### config.mk
export PLATFORM = sky130hd
export DESIGN_NAME = chan_seq_top
export DESIGN_NICKNAME = d
export VERILOG_FILES = /design/src/rtl/chan_seq_pkg.sv /design/src/rtl/chan_seq_cfg.sv /design/src/rtl/chan_seq_step.sv /design/src/rtl/chan_seq_top.sv
export SDC_FILE = /design/constraint.sdc
export NUM_CORES = 1
export LEC_CHECK = 0
export BUFFER_PORTS_ARGS = -buffer_cell sky130_fd_sc_hd__buf_2
export CAP_MARGIN = 20
export CORE_AREA = 2 2 39 41
export DETAILED_ROUTE_END_ITERATION = 6
export DIE_AREA = 0 0 41 43
export MAX_ROUTING_LAYER = met4
export PLACE_DENSITY = 0.77
export SETUP_SLACK_MARGIN = 0.5
export SLEW_MARGIN = 20
export SYNTH_ARGS = -nofsm -noshare
export SYNTH_HDL_FRONTEND = slang
export SYNTH_HIERARCHICAL = 1
export SYNTH_SLANG_ARGS = --single-unit
export TNS_END_PERCENT = 50
### constraint.sdc
create_clock -name clk -period 1.9 [get_ports clk]
set_input_delay 0.38 -clock clk [delete_from_list [all_inputs] [get_ports clk]]
set_output_delay 0.38 -clock clk [all_outputs]
set_load 0.02 [all_outputs]
### src/rtl/chan_seq_pkg.sv
package chan_seq_pkg;
  typedef logic [1:0] chan_idx_t;

  localparam chan_idx_t CH_RED = 2'd0;
  localparam chan_idx_t CH_GRN = 2'd1;
  localparam chan_idx_t CH_BLU = 2'd2;

  // One-hot pick to channel index; illegal patterns fall back to red
  function automatic chan_idx_t pick_to_chan(input logic [2:0] pick);
    case (pick)
      3'b001:  return CH_RED;
      3'b010:  return CH_GRN;
      3'b100:  return CH_BLU;
      default: return CH_RED;
    endcase
  endfunction

  function automatic logic pick_illegal(input logic [2:0] pick);
    return !(pick == 3'b001 || pick == 3'b010 || pick == 3'b100);
  endfunction

  // Channel for a given step of the pixel
  function automatic chan_idx_t chan_for_step(input logic three, input logic fwd,
                                              input chan_idx_t single, input int step,
                                              input int last);
    if (!three) return single;
    if (fwd)    return chan_idx_t'(step);
    return chan_idx_t'(last - step);
  endfunction
endpackage

### src/rtl/chan_seq_cfg.sv
module chan_seq_cfg
  import chan_seq_pkg::*;
(
  input  logic       clk,
  input  logic       rst,
  input  logic       load,
  input  logic       three_in,
  input  logic       fwd_in,
  input  logic [2:0] pick_in,
  output logic       three_q,
  output logic       fwd_q,
  output chan_idx_t  single_q,
  output logic       err_q
);
  always_ff @(posedge clk) begin
    if (rst) begin
      three_q  <= 1'b1;
      fwd_q    <= 1'b1;
      single_q <= CH_RED;
      err_q    <= 1'b0;
    end else if (load) begin
      three_q  <= three_in;
      fwd_q    <= fwd_in;
      single_q <= pick_to_chan(pick_in);
      if (!three_in && pick_illegal(pick_in)) err_q <= 1'b1;
    end
  end
endmodule

### src/rtl/chan_seq_step.sv
module chan_seq_step #(
  parameter int NUM_CH = 3,
  localparam int CNT_W = $clog2(NUM_CH + 1)
) (
  input  logic             clk,
  input  logic             rst,
  input  logic             restart,
  input  logic             advance,
  input  logic             three,
  output logic [CNT_W-1:0] step_q,
  output logic             avail
);
  logic [CNT_W-1:0] limit;

  assign limit = three ? CNT_W'(NUM_CH) : CNT_W'(1);
  assign avail = (step_q < limit);

  always_ff @(posedge clk) begin
    if (rst)
      step_q <= CNT_W'(NUM_CH);  // exhausted until first strobe
    else if (restart)
      step_q <= '0;
    else if (advance && avail)
      step_q <= step_q + CNT_W'(1);
  end
endmodule

### src/rtl/chan_seq_top.sv
module chan_seq_top
  import chan_seq_pkg::*;
#(
  parameter int NUM_CH = 3
) (
  input  logic       clk,
  input  logic       rst,
  input  logic       pix_strobe,
  input  logic       conv_tick,
  input  logic       cfg_three,
  input  logic       cfg_fwd,
  input  logic [2:0] cfg_pick,
  output logic [1:0] chan_idx,
  output logic       samp_valid,
  output logic       pix_first,
  output logic       cfg_err
);
  localparam int CNT_W = $clog2(NUM_CH + 1);
  localparam int LAST  = NUM_CH - 1;

  logic             three_q, fwd_q, avail;
  chan_idx_t        single_q;
  logic [CNT_W-1:0] step_q;

  chan_seq_cfg u_cfg (
    .clk(clk), .rst(rst), .load(pix_strobe),
    .three_in(cfg_three), .fwd_in(cfg_fwd), .pick_in(cfg_pick),
    .three_q(three_q), .fwd_q(fwd_q), .single_q(single_q), .err_q(cfg_err)
  );

  chan_seq_step #(.NUM_CH(NUM_CH)) u_step (
    .clk(clk), .rst(rst), .restart(pix_strobe), .advance(conv_tick),
    .three(three_q), .step_q(step_q), .avail(avail)
  );

  always_ff @(posedge clk) begin
    if (rst) begin
      chan_idx   <= CH_RED;
      samp_valid <= 1'b0;
      pix_first  <= 1'b0;
    end else if (pix_strobe) begin
      chan_idx   <= chan_for_step(cfg_three, cfg_fwd, pick_to_chan(cfg_pick), 0, LAST);
      samp_valid <= 1'b0;
      pix_first  <= 1'b0;
    end else if (conv_tick && avail) begin
      chan_idx   <= chan_for_step(three_q, fwd_q, single_q, int'(step_q), LAST);
      samp_valid <= 1'b1;
      pix_first  <= (step_q == '0);
    end else begin
      samp_valid <= 1'b0;
      pix_first  <= 1'b0;
    end
  end
endmodule

After elaboration in Yosys (flattened, before gate mapping)
Cells that the tools add are included.
{"block": "word_totals", "word_cells": 57, "regBits": 11, "latchBits": 0, "ram_bits": 0, "inputBits": 9, "romBits": 0, "mem_count": 0}
{"block": "classes", "n_div": 0, "shift": 0, "bitwise": 1, "n_eq_ne": 3, "order_cmp": 1, "n_mul": 0, "mux": 31, "add_sub_neg": 2, "reduce_logical": 11}
{"operator": "2-to-1 mux 2 bit", "n": 13}
{"operator": "2-to-1 mux 1 bit", "n": 17}
{"operator": "one-hot mux 2 bit (2 select lines)", "n": 1}
{"operator": "== test 3 x 1 -> 1 bit, second input constant", "n": 1}
{"operator": "== test 3 x 2 -> 1 bit, second input constant", "n": 1}
{"operator": "== test 3 bit, second input constant", "n": 1}
{"operator": "OR reduction 3 bit", "n": 1}
{"operator": "adder 2 x 1 -> 2 bit, second input constant", "n": 1}
{"operator": "logical AND 1 bit", "n": 2}
{"operator": "zero test 1 bit", "n": 2}
{"operator": "zero test 2 bit", "n": 1}
{"operator": "logical OR 1 bit", "n": 2}
{"operator": "less-than comparator 2 bit", "n": 1}
{"operator": "AND reduction 2 bit", "n": 1}
{"operator": "nonzero test 2 bit", "n": 1}
{"operator": "OR reduction 2 bit", "n": 1}
{"operator": "subtractor 2 bit, first input constant", "n": 1}
{"operator": "inverter 1 bit", "n": 1}

Depth between registers and ports, before layout
{"block": "logic_depth", "ltp_word": 14, "ltp_mapped": 7}

Modules after synthesis
The synthesis kept the hierarchy.
{"mod": "chan_seq_top", "area_per_inst_um2": 232.7, "cells_per_inst": 25, "instances": 1, "seq_area_each_um2": 80.1}
{"mod": "chan_seq_cfg", "area_per_inst_um2": 210.2, "cells_per_inst": 21, "instances": 1, "seq_area_each_um2": 100.1}
{"mod": "chan_seq_step", "area_per_inst_um2": 107.6, "cells_per_inst": 12, "instances": 1, "seq_area_each_um2": 40.0}

Worst setup path before layout
OpenSTA, ideal clock, no wires.
{"block": "synth_path", "kind": "flip-flop to flip-flop", "start": "register u_cfg.three_q", "end": "register chan_idx[0]", "slack_ns": 0.518, "period_less_slack_ns": 1.382, "n_path_buf": 0, "arrival_ns": 1.298, "path_stages_with_launch": 8, "setup_ns": 0.084, "cell_sequence": "dfxtp_1 -> inv_1 -> ha_1 -> a21oi_1 -> nand2_4 -> nor2_1 -> a21oi_1 -> o31ai_2"}
{"block": "synth_via", "word_cells_on_any_way": 11}
{"item": "start, declared", "line_no": "chan_seq_cfg.sv:10", "rtl": "output logic three_q,"}
{"item": "start signal, assigned", "line_no": "chan_seq_cfg.sv:22", "rtl": "three_q <= three_in;"}
{"item": "2-to-1 mux 2 bit", "line_no": "chan_seq_step.sv:15", "rtl": "assign limit = three ? CNT_W'(NUM_CH) : CNT_W'(1);"}
{"item": "less-than comparator 2 bit", "line_no": "chan_seq_step.sv:16", "rtl": "assign avail = (step_q < limit);"}
{"item": "via avail", "line_no": "chan_seq_top.sv:21", "rtl": "logic three_q, fwd_q, avail;"}
{"item": "logical AND 1 bit", "line_no": "chan_seq_top.sv:45", "rtl": "end else if (conv_tick && avail) begin"}
{"item": "nonzero test 2 bit (no source line)"}
{"item": "end signal, assigned", "line_no": "chan_seq_top.sv:42", "rtl": "chan_idx <= chan_for_step(cfg_three, cfg_fwd, pick_to_chan(cfg_pick), 0, LAST);"}
{"item": "end signal, assigned", "line_no": "chan_seq_top.sv:46", "rtl": "chan_idx <= chan_for_step(three_q, fwd_q, single_q, int'(step_q), LAST);"}
{"item": "end, declared", "line_no": "chan_seq_top.sv:13", "rtl": "output logic [1:0] chan_idx,"}
The timed path passes the listed nets, and every way through them passes these cells. The select of a mux whose other input is x is not followed.
A chain may end at the register's enable or synchronous reset.

Worst setup path after layout
{"block": "layout_path", "start": "register u_cfg.three_q", "end": "register chan_idx[1]"}
The elaborated chain is that of the path after synthesis.

==> flow_metrics.tcl <==
set metrics [dict create \
    outcome "finished clean" \
    synthCells 58 \
    num_vias 472 \
    period_share_pct 71.12 \
    cts_sinks 11 \
    hold_viol 0 \
    dpl.hpwl_um 841.6 \
    setup_tns_ns 0 \
    final_cell_mix "buf_2 (13), dfxtp_1 (9), inv_1 (6)" \
    worstPathCellList "inv_1, ha_4, a21oi_2, nand2_4, nor3_4, o211ai_1, o21ai_2" \
    arrival_ns 1.56 \
    fin_ws_ns 0.5487 \
    clk_pin_slew_ns 0.07 \
    rows 14 \
    cp_data_required_time_ns 2.11 \
    postCtsHoldBufs 0 \
    yosysUniqueCellTypes 28 \
    syn_nets 69 \
    vdd_drop_max_mv 0.3964 \
    grt_pass1_wl_um 1669 \
    routedWlPerCell_um 12.02 \
    track_usage_pct 14.95 \
    finClkSkew_ns 0.0005422 \
    period_minus_slack_ns 1.351 \
    synth_top_area_share_pct 40.00 \
    grt-ovfl-total 0 \
    root_buffer "clkbuf_4" \
    nets 89 \
    startpoint_type "flop" \
    clk_latency_ns 0.26 \
    cts_made_buffers 3 \
    yosysWarnings 6 \
    worst_path_largest_cell_delay_ns 0.35 \
    p_per_area_nw_per_um2 730.0 \
    ys_ff_latch 11 \
    nFillCells 131 \
    die_x_um 41 \
    drive_gt1_share_pct 35.06 \
    cp_max_fo 4 \
    wl_um 1118 \
    synth.area.top_cells "dfxtp_1 (40%), mux2i_1 (5.5%), ha_1 (4.5%), inv_1 (4.1%), nor3b_1 (4.1%)" \
    rrSetupSlack_ns 0.55 \
    viasPerCell 5.075 \
    rsz0062_at_grt "no" \
    drv_cap 0 \
    antenna_left 0 \
    synthToLayoutAreaGrowth_pct 27.95 \
    firstDrtPassIters 4 \
    final_common_cell "buf_2" \
    slew_violations 0 \
    syn_area_um2 550.5 \
    leakage_nw 0.3310 \
    portBuffers 13 \
    start_util_pct 39.78 \
    dieArea_um2 1763 \
    area.sequential_um2 225.2 \
    htree_levels 1 \
    tritoncts "yes" \
    multi_input_area_um2 330.3 \
    max_freq_mhz 740.0 \
    first_iter_violations 13 \
    critPathKind "reg -> reg" \
    post-place-ws_ns 0.3743 \
    route.detailed.drc 0 \
    slowest_stage "dfxtp_4" \
    syn_area_per_cell_um2 9.492 \
    relSlewSlack_pct 80.84 \
    setup_viol 0 \
    place_congestion 0.6878 \
    grt_max_degree 15 \
    synth_area_leader_cell "dfxtp_1" \
    cp_top_family "compound AO/OA/AOI/OAI gates" \
    antenna_found_initial 0 \
    die_height_um 43 \
    antenna_cells 0 \
    ys_seq_area_share_pct 40.00 \
    holdCritPathClass "in -> reg" \
    clockBufferDepth 2 \
    coreArea_um2 1384 \
    crit_path_end_kind "flop" \
    first_global_vias 423 \
    worstMarginPinSlew_ns 0.2874 \
    ioPinCount 14 \
    cp_num_buf_inv 1 \
]
-- synthesized netlist by cell type --
library cell / n
o221ai_1: 1
dfxtp_1: 11
o21ai_2: 1
o211ai_1: 2
ha_1: 2
nand4b_1: 1
a211o_2: 1
mux2i_1: 3
nor3b_1: 3
and2_1: 1
nor2b_1: 1
o21bai_1: 1
nand3_1: 1
nor2_1: 5
o211a_1: 1
o31ai_1: 1
o31ai_2: 1
xnor2_1: 2
nand2_4: 1
nor3_2: 1
nand2b_1: 1
o21ai_1: 1
nand2_1: 2
and4bb_1: 1
inv_1: 6
a21oi_1: 4
and2b_1: 1
nand3b_1: 1
-- worst register-to-register path: stages, from the launching register on --
cell and delay (ns):
dfxtp_4 0.35, inv_1 0.09, ha_4 0.21, a21oi_2 0.18
nand2_4 0.09, nor3_4 0.19, o211ai_1 0.13, o21ai_2 0.07
-- path summary, 6_finish.rpt --
check | cells past startpoint | endpoint | from
worst max-delay path | 7 | chan_idx[1]$_SDFFE_PP0P_ | u_cfg/three_q$_SDFFE_PP1P_
worst min-delay path | 2 | u_cfg/fwd_q$_SDFFE_PP1P_ | cfg_fwd
worst max register to register | 7 | chan_idx[1]$_SDFFE_PP0P_ | u_cfg/three_q$_SDFFE_PP1P_
worst min register to register | 2 | u_cfg/err_q$_SDFFE_PP0P_ | u_cfg/err_q$_SDFFE_PP0P_
-- flip-flops by register name, summed over array words and instances, names as in the netlist --
name,flops
u_cfg/single_q,2
u_cfg/err_q,1
u_cfg/fwd_q,1
chan_idx,2
u_step/step_q,2
pix_first,1
samp_valid,1
u_cfg/three_q,1
-- routing by layer --
layer / vias to the layer above / wire (um) / track usage, %
li1: 247 / - / -
met1: 212 / 461 / 14.24
met2: 13 / 596 / 24.06
met3: 0 / 60 / 9.424
met4: 0 / 0 / 4.000
met5: - / 0 / -
-- stage by stage --
stage / power (mW) / utilization [%] / hold WS (ns) / cells / cell area (um2)
2_1_floorplan: 0.3151 / - / 0.4491 / 58 / 550.5
3_3_place_gp: 0.3477 / 45.93 / 0.4325 / 87 / 635.6
3_5_place_dp: 0.3522 / 45.93 / 0.4363 / 87 / 635.6
4_1_cts: 0.5145 / 48.64 / 0.3408 / 91 / 673.1
5_1_grt: 0.5459 / 50.90 / 0.3466 / 93 / 704.4
6_report: 0.5142 / 50.90 / 0.3478 / 93 / 704.4
-- power by group --
part | switching [mW] | internal [mW] | total, mW | leakage (nW)
Sequential | 0.0115 | 0.244 | 0.255 | 0.0903
Combinational | 0.0553 | 0.0478 | 0.103 | 0.226
Clock | 0.0748 | 0.0812 | 0.156 | 0.0150
-- timing repair --
action,4_1_cts,5_1_grt
gates resized for setup,3,3
pin swaps,1,4
buffers inserted,0,2
endpoints found under the setup margin,3,2
-- cell type report --
| type | instances | area share [%] |
|---|---|---|
| tap | 16 | 2.842 |
| sequential | 11 | 31.97 |
| multi-input combinational | 41 | 46.89 |
| clock buffer | 4 | 3.730 |
| timing repair buffer | 15 | 11.37 |
| inverter | 6 | 3.197 |
-- kinds of logic after synthesis --
| kind of cell | synth area share [%] |
|---|---|
| AO/OA/AOI/OAI | 19.09 |
| AND/OR/NAND/NOR | 23.64 |
| multiplexers | 5.455 |
| XOR/XNOR | 3.182 |
| adder cells (fa/ha/maj) | 4.545 |
| flip-flops | 40.00 |
| buffers and inverters | 4.091 |
Note: power is estimated with default switching activity, not from simulation.
